===== config.mk =====
export PLATFORM = sky130hd
export DESIGN_NAME = useq_sequencer
export DESIGN_NICKNAME = d
export VERILOG_FILES = /design/src/rtl/useq_pkg.sv /design/src/rtl/useq_cond_sel.sv /design/src/rtl/useq_next_addr.sv /design/src/rtl/useq_ret_stack.sv /design/src/rtl/useq_sequencer.sv
export SDC_FILE = /design/constraint.sdc
export NUM_CORES = 1
export LEC_CHECK = 0
export BUFFER_PORTS_ARGS = -buffer_cell sky130_fd_sc_hd__buf_4
export CAP_MARGIN = 15
export CORE_ASPECT_RATIO = 0.7
export CORE_MARGIN = 5
export CORE_UTILIZATION = 47
export CTS_CLUSTER_SIZE = 40
export DETAILED_ROUTE_END_ITERATION = 8
export GPL_ROUTABILITY_DRIVEN = 0
export GPL_TIMING_DRIVEN = 0
export PLACE_DENSITY_LB_ADDON = 0.2
export SYNTH_ARGS = -nofsm -noshare
export SYNTH_HDL_FRONTEND = slang
export SYNTH_HIERARCHICAL = 1
export SYNTH_SLANG_ARGS = --single-unit

===== constraint.sdc =====
create_clock -name clk -period 3.3 [get_ports clk]
set_clock_uncertainty 0.05 [all_clocks]
set_input_delay 0.495 -clock clk [delete_from_list [all_inputs] [get_ports clk]]
set_output_delay 0.495 -clock clk [all_outputs]
set_load 0.02 [all_outputs]

===== src/rtl/useq_pkg.sv =====
package useq_pkg;

  typedef enum logic [2:0] {
    OP_CONT  = 3'd0,
    OP_JMP   = 3'd1,
    OP_JMPC  = 3'd2,
    OP_CALL  = 3'd3,
    OP_CALLC = 3'd4,
    OP_RET   = 3'd5,
    OP_RETC  = 3'd6,
    OP_HOLD  = 3'd7
  } na_op_e;

  typedef enum logic [2:0] {
    SRC_INC  = 3'd0,
    SRC_TGT  = 3'd1,
    SRC_TOS  = 3'd2,
    SRC_ZERO = 3'd3,
    SRC_SAME = 3'd4
  } na_src_e;

endpackage


===== src/rtl/useq_cond_sel.sv =====
module useq_cond_sel #(
  parameter int NCOND = 16,
  localparam int SW = $clog2(NCOND)
) (
  input  logic [NCOND-1:0] cond_vec,
  input  logic [SW-1:0]    cond_sel,
  input  logic             cond_inv,
  output logic             test_ok
);

  logic picked;

  always_comb begin
    picked = 1'b0;
    for (int i = 0; i < NCOND; i++) begin
      if (cond_sel == SW'(i)) picked = cond_vec[i];
    end
    test_ok = picked ^ cond_inv;
  end

endmodule


===== src/rtl/useq_next_addr.sv =====
module useq_next_addr
  import useq_pkg::*;
(
  input  logic [2:0] na_op,
  input  logic       test_ok,
  input  logic       stk_empty,
  input  logic       stk_full,
  output na_src_e    src,
  output logic       push,
  output logic       pop,
  output logic       ovf_set,
  output logic       unf_set
);

  logic call_go, ret_go;

  always_comb begin
    src     = SRC_INC;
    call_go = 1'b0;
    ret_go  = 1'b0;
    unique case (na_op_e'(na_op))
      OP_CONT:  src = SRC_INC;
      OP_JMP:   src = SRC_TGT;
      OP_JMPC:  src = test_ok ? SRC_TGT : SRC_INC;
      OP_CALL:  call_go = 1'b1;
      OP_CALLC: call_go = test_ok;
      OP_RET:   ret_go = 1'b1;
      OP_RETC:  ret_go = test_ok;
      OP_HOLD:  src = SRC_SAME;
      default:  src = SRC_INC;
    endcase
    if (call_go) src = SRC_TGT;
    if (ret_go)  src = stk_empty ? SRC_ZERO : SRC_TOS;
    push    = call_go & ~stk_full;
    ovf_set = call_go & stk_full;
    pop     = ret_go & ~stk_empty;
    unf_set = ret_go & stk_empty;
  end

endmodule


===== src/rtl/useq_ret_stack.sv =====
module useq_ret_stack #(
  parameter int AW    = 10,
  parameter int DEPTH = 8,
  localparam int IW = (DEPTH > 1) ? $clog2(DEPTH) : 1,
  localparam int PW = $clog2(DEPTH + 1)
) (
  input  logic          clk,
  input  logic          rst,
  input  logic          push,
  input  logic          pop,
  input  logic [AW-1:0] wdata,
  output logic [AW-1:0] rdata,
  output logic          empty,
  output logic          full
);

  logic [AW-1:0] mem [DEPTH];
  logic [PW-1:0] cnt;
  logic          pend_dec;
  logic [PW-1:0] eff;
  logic [IW-1:0] wr_idx, rd_idx;

  // Pointer value with the deferred decrement of the previous return applied
  assign eff    = cnt - {{(PW-1){1'b0}}, pend_dec};
  assign wr_idx = IW'(eff);
  assign rd_idx = IW'(eff - PW'(1));
  assign empty  = (eff == '0);
  assign full   = (eff == PW'(DEPTH));
  assign rdata  = mem[rd_idx];

  always_ff @(posedge clk) begin
    if (rst) begin
      cnt      <= '0;
      pend_dec <= 1'b0;
    end else begin
      pend_dec <= pop;
      cnt      <= push ? eff + PW'(1) : eff;
    end
  end

  always_ff @(posedge clk) begin
    if (push) mem[wr_idx] <= wdata;
  end

endmodule


===== src/rtl/useq_sequencer.sv =====
module useq_sequencer
  import useq_pkg::*;
#(
  parameter int AW    = 10,
  parameter int DEPTH = 8,
  parameter int NCOND = 16,
  localparam int SW = $clog2(NCOND)
) (
  input  logic             clk,
  input  logic             rst,
  input  logic [2:0]       na_op,
  input  logic [AW-1:0]    br_target,
  input  logic [SW-1:0]    cond_sel,
  input  logic             cond_inv,
  input  logic [NCOND-1:0] cond_vec,
  output logic [AW-1:0]    uaddr,
  output logic             stk_ovf,
  output logic             stk_unf
);

  logic          test_ok;
  logic          stk_empty, stk_full;
  logic          push, pop, ovf_set, unf_set;
  na_src_e       src;
  logic [AW-1:0] upc_inc, tos_addr, nxt;

  assign upc_inc = uaddr + AW'(1);

  useq_cond_sel #(.NCOND(NCOND)) u_cond (
    .cond_vec (cond_vec),
    .cond_sel (cond_sel),
    .cond_inv (cond_inv),
    .test_ok  (test_ok)
  );

  useq_next_addr u_dec (
    .na_op     (na_op),
    .test_ok   (test_ok),
    .stk_empty (stk_empty),
    .stk_full  (stk_full),
    .src       (src),
    .push      (push),
    .pop       (pop),
    .ovf_set   (ovf_set),
    .unf_set   (unf_set)
  );

  useq_ret_stack #(.AW(AW), .DEPTH(DEPTH)) u_stk (
    .clk   (clk),
    .rst   (rst),
    .push  (push),
    .pop   (pop),
    .wdata (upc_inc),
    .rdata (tos_addr),
    .empty (stk_empty),
    .full  (stk_full)
  );

  always_comb begin
    unique case (src)
      SRC_TGT:  nxt = br_target;
      SRC_TOS:  nxt = tos_addr;
      SRC_ZERO: nxt = '0;
      SRC_SAME: nxt = uaddr;
      default:  nxt = upc_inc;
    endcase
  end

  always_ff @(posedge clk) begin
    if (rst) begin
      uaddr   <= '0;
      stk_ovf <= 1'b0;
      stk_unf <= 1'b0;
    end else begin
      uaddr   <= nxt;
      stk_ovf <= stk_ovf | ovf_set;
      stk_unf <= stk_unf | unf_set;
    end
  end

endmodule


### Word level (Yosys, flattened, before mapping)

Memory sizes are Yosys's and may differ from the RTL's.
Cells that the tools add are included.

* register bits: 17
* bits in writable memories: 80
* bits of input ports: 36
* logic and storage cells: 75
* memories kept: 1

Memory list
* u_stk.mem: words 8, width 10, read ports 1, clocked after memory_dff 0, write ports 1, line useq_ret_stack.sv:17 `logic [AW-1:0] mem [DEPTH];`

* $add $sub $neg: 4
* eq/ne operators: 27
* multiplexer cells: 27
* bitwise operators: 9
* reduce and logical (&&, ||, !) cells: 2

Operators with widths (number)
* 10-bit one-hot mux with 4 select lines: 1
* 4-bit == test, second input constant: 9
* 1-bit 2-to-1 mux: 20
* 4-bit by 3-bit == test with 1-bit output, second input constant: 4
* 3-bit == test, second input constant: 5
* 3-bit by 2-bit == test with 1-bit output, second input constant: 4
* 10-bit by 1-bit adder with 10-bit output, second input constant: 1
* 3-bit one-hot mux with 3 select lines: 1
* 4-bit by 2-bit == test with 1-bit output, second input constant: 2
* 4-bit zero test: 2
* 3-bit by 1-bit == test with 1-bit output, second input constant: 2
* 3-bit 2-to-1 mux: 2
* 4-bit by 1-bit adder with 4-bit output, second input constant: 1
* 1-bit AND: 4
* 4-bit by 1-bit == test with 1-bit output, second input constant: 1
* 4-bit 2-to-1 mux: 1
* 1-bit one-hot mux with 2 select lines: 2
* 4-bit by 1-bit subtractor with 4-bit output: 1
* 3-bit by 1-bit subtractor with 3-bit output, second input constant: 1
* 1-bit NOT: 2
* 1-bit bitwise OR: 2
* 1-bit XOR: 1

### Longest topological paths before layout

* word-level depth: 24
* gate-level depth with buffers: 15

### Hierarchy

Netlist, hierarchy kept.

Modules (own cells, without submodules)
* useq_ret_stack: instances 1, cells each 184, area an instance 3587.2 um2, seq. area each 2502.4 um2
* useq_sequencer: instances 1, cells each 122, area an instance 910.9 um2, seq. area each 240.2 um2
* useq_cond_sel: instances 1, cells each 25, area an instance 209.0 um2, seq. area each 0.0 um2
* useq_next_addr: instances 1, cells each 18, area an instance 126.4 um2, seq. area each 0.0 um2

### Worst setup path before layout

Ideal clock, no wire load.

* kind: input to register
* from: in cond_sel[0]
* to: mem u_stk.mem[5][0] (enable)
* data arrival time: 2.711 ns
* required time: 2.872 ns
* setup slack: 0.161 ns
* stages: 9
* path buffers: 1
* cells stage by stage: buf_6 mux4_2 o211ai_2 a41oi_1 xor2_1 nand4bb_1 a21oi_1 nand2_1 nor2b_1

* word-level cells in the longest chain between the ends: 22
* elaborated cells between the ends (all ways): 37

Ends and longest elaborated chain
* start, declared: line useq_sequencer.sv:13 `input logic [SW-1:0] cond_sel,`
* 4-bit zero test: line useq_cond_sel.sv:16 `if (cond_sel == SW'(i)) picked = cond_vec[i];`
* 1-bit 2-to-1 mux (15 in series): line useq_cond_sel.sv:16
* 1-bit 2-to-1 mux (*): line useq_cond_sel.sv:16
* 1-bit XOR (*): line useq_cond_sel.sv:18 `test_ok = picked ^ cond_inv;`
* net test_ok: line useq_sequencer.sv:21 `logic test_ok;`
* 1-bit one-hot mux with 2 select lines (*): line useq_next_addr.sv:21 `unique case (na_op_e'(na_op))`
* 1-bit AND (*): line useq_next_addr.sv:34 `push = call_go & ~stk_full;`
* net push: line useq_sequencer.sv:23 `logic push, pop, ovf_set, unf_set;`
* 1-bit 2-to-1 mux (*): line useq_ret_stack.sv:42 `if (push) mem[wr_idx] <= wdata;`
* 1-bit 2-to-1 mux (implied by the code) (*): line useq_ret_stack.sv:42
* end, declared: line useq_ret_stack.sv:17

Mark *: on every way through the listed nets, which the timed path passes. The rest lies on a longest branch.

### Worst setup path after layout

* from: reg u_stk.cnt[0]
* to: reg uaddr[2]

* elaborated cells between the ends (all ways): 11

RTL lines
* start, declared: line useq_ret_stack.sv:18 `logic [PW-1:0] cnt;`
* start signal, assigned: line useq_ret_stack.sv:37 `cnt <= push ? eff + PW'(1) : eff;`
* 4-bit by 1-bit subtractor with 4-bit output: line useq_ret_stack.sv:24 `assign eff = cnt - {{(PW-1){1'b0}}, pend_dec};`
* 3-bit by 1-bit subtractor with 3-bit output: line useq_ret_stack.sv:26 `assign rd_idx = IW'(eff - PW'(1));`
* memory 8 x 10 bit
* net tos_addr[2]: line useq_sequencer.sv:25 `logic [AW-1:0] upc_inc, tos_addr, nxt;`
* 10-bit one-hot mux with 4 select lines: line useq_sequencer.sv:60 `unique case (src)`
* end signal, assigned: line useq_sequencer.sv:75 `uaddr <= nxt;`
* end, declared: line useq_sequencer.sv:16 `output logic [AW-1:0] uaddr,`

The timed path passes the listed nets, and every way through them passes these cells.
A chain may end at the register's enable or synchronous reset.

==> flow_summary.json <==
{
  "core_area_mm2": 0.01020,
  "clkSinkCount": 97,
  "hold_path_class": "in -> reg",
  "yosysTopAreaCell": "edfxtp_1",
  "tightest_slew_ns": 0.8984,
  "synth-edff-count": 80,
  "max_freq_mhz": 319.2,
  "area_growth_pct": 18.74,
  "die_area_mm2": 0.01244,
  "final-hold-violation-count": 0,
  "layout-drive-gt1-share_pct": 30.46,
  "cp_max_fo": 10,
  "syn_nets": 389,
  "vias": 3195,
  "synth_seq_cells": 97,
  "syn-cell-area_mm2": 0.004833,
  "cts_max_level": 3,
  "ys_top_cells_by_area": "edfxtp_1 50%, mux4_1 7.6%, dfxtp_1 7.0%, mux4_2 2.8%, a21oi_1 2.2%",
  "cap_viol_max_count": 0,
  "async_flop_share_pct": 0,
  "maxSlewViolCount": 0,
  "nFillCells": 848,
  "powerDensity_mw_per_mm2": 546.1,
  "cts_root_buffer": "clkbuf_16",
  "critPathCaptureType": "register",
  "grt_antenna_before_repair": 0,
  "postRouteAntennaNets": 0,
  "ys_seq_area_share_pct": 56.74,
  "cts_tree": "built",
  "die_h_um": 94.85,
  "postCtsHoldBufs": 0,
  "yosys-top-cells-count": "80 x edfxtp_1, 22 x nor2_1, 21 x a21oi_1",
  "synth_cells": 349,
  "boundaryPins": 48,
  "status": "finished, final reports clean",
  "synth_top_area_share_pct": 49.70,
  "cts_buffers": 9,
  "hp-start": "rst",
  "routed_via_density": 5.820,
  "drt_iter0_markers": 287,
  "drcViolationCount": 0,
  "die_x_um": 131.2,
  "cts_setup_buffers": 0,
  "slew-limit-headroom_pct": 39.81,
  "synth.most_common_cell": "edfxtp_1",
  "pre_cts_slack_ns": -0.6639,
  "worst-setup-path-type": "reg -> reg",
  "start_util_pct": 47.38,
  "leakage_nw": 2.069,
  "ir_worst_vdd_uv": 341.6,
  "globalRouteOverflowTotal": 0,
  "reg2reg_from": "u_stk/cnt[0]",
  "arrival_ns": 3.28,
  "antenna_cells": 0,
  "grt_pass1_wl_um": 17770,
  "clockBufferDepth": 2,
  "avgSynthCellArea_um2": 13.85,
  "clk_latency_ns": 0.34,
  "drt_first_pass_iters": 5,
  "routed_wl_um": 11680,
  "yosysUniqueCellTypes": 71,
  "path_clk_slew_ns": 0.07,
  "cts_resized": 4,
  "yosys_most_used_dff": "edfxtp_1",
  "startpoint": "u_stk/cnt[0]",
  "core.rowCount": 31,
  "grt_use_total_pct": 19.04,
  "layout.nets": 452,
  "synth_warnings": 6,
  "timing.final.crit_share_pct": 94.92,
  "setup_slack_ns": 0.1675,
  "cp.required_ns": 3.45,
  "io_buffers": 45,
  "grt_max_degree": 16,
  "finalPower_mw": 3.134,
  "period_needed_ns": 3.133,
  "setup_viol": 0,
  "grt_pass1_vias": 3107,
  "fin_setup_tns_ns": 0,
  "dp_hpwl_um": 8350,
  "critPathLaunchType": "register",
  "wl_per_cell_um": 21.28
}
## cell usage in the layout (no fill, tap or decap), types with 6 or more instances in the layout
master	n
a21oi_1	20
a31oi_1	6
buf_4	47
buf_6	11
clkbuf_16	9
dfxtp_1	17
edfxtp_1	80
inv_1	14
mux2_2	9
mux4_1	14
mux4_2	6
nand2_1	18
nand3b_1	8
nor2_1	16
o21ai_0	13
## worst paths after layout
kind / endpoint / slack, ns / cells past startpoint
max reg2reg: uaddr[2] / 0.17 / 14
max: uaddr[2] / 0.17 / 14
min reg2reg: stk_ovf / 0.43 / 2
min: u_stk/cnt[3] / 0.32 / 2
## stage by stage
stage	instances	util, %	hold slack [ns]	instance area (um2)
after detailed placement	533	53.08	0.4187	5415
after global placement	526	52.31	0.4054	5336
final	549	56.26	0.3169	5739
after CTS	549	55.88	0.3059	5700
after floorplan	349	-	0.4906	4833
after global routing	549	56.26	0.3174	5739
## routing by layer
layer / GRT usage [%] / up-vias / routed length [um]
met5: 0 / - / 0
met4: 4.498 / 0 / 98
met3: 4.366 / 9 / 723
met2: 29.77 / 89 / 5427
met1: 27.23 / 1614 / 5434
li1: - / 1483 / -
## registers in the layout, indices dropped and copies added (netlist names)
name and cells:
stk_unf 1, uaddr 10, u_stk/cnt 4, u_stk/mem 80, stk_ovf 1, u_stk/pend_dec 1
## power by group
| group | leakage [nW] | internal [mW] | switching, mW |
|---|---|---|---|
| Combinational | 1.07 | 0.327 | 0.398 |
| Sequential | 0.870 | 1.41 | 0.0412 |
| Clock | 0.129 | 0.532 | 0.425 |
| Total | 2.07 | 2.27 | 0.864 |
## worst max-delay path: stages, from the launching register on
cell and delay (ns):
dfxtp_1 0.31, inv_1 0.05, ha_1 0.29, buf_6 0.16, clkinv_1 0.29, ha_1 0.38
inv_1 0.15, o21ai_4 0.17, clkbuf_8 0.24, mux4_1 0.27, mux2_2 0.29, nand3b_1 0.08
a21oi_1 0.07, o21ai_1 0.13, a21oi_1 0.07
## area by class of cell
class	instances	area, um2	share of cell area [%]
plain buffers	15	120.1	2.093
clock inverters	4	28.78	0.5014
repair buffers	52	416.7	7.260
clock buffers	12	246.5	4.295
multi-input cells	221	1959	34.14
inverters	16	60.06	1.046
flip-flops and latches	97	2743	47.79
well taps	132	165.2	2.878
## kinds of logic (layout without fill, tap and decap cells)
family,after synthesis,after routing,synth area share (%)
flip-flops,97,97,56.74
buffers and inverters,31,99,3.727
AND/OR/NAND/NOR,93,93,11.18
adder cells (fa/ha/maj),4,4,1.036
AO/OA/AOI/OAI,76,76,10.67
multiplexers,36,36,14.16
XOR/XNOR,12,12,2.485
Note: power is estimated with default switching activity, not from simulation.
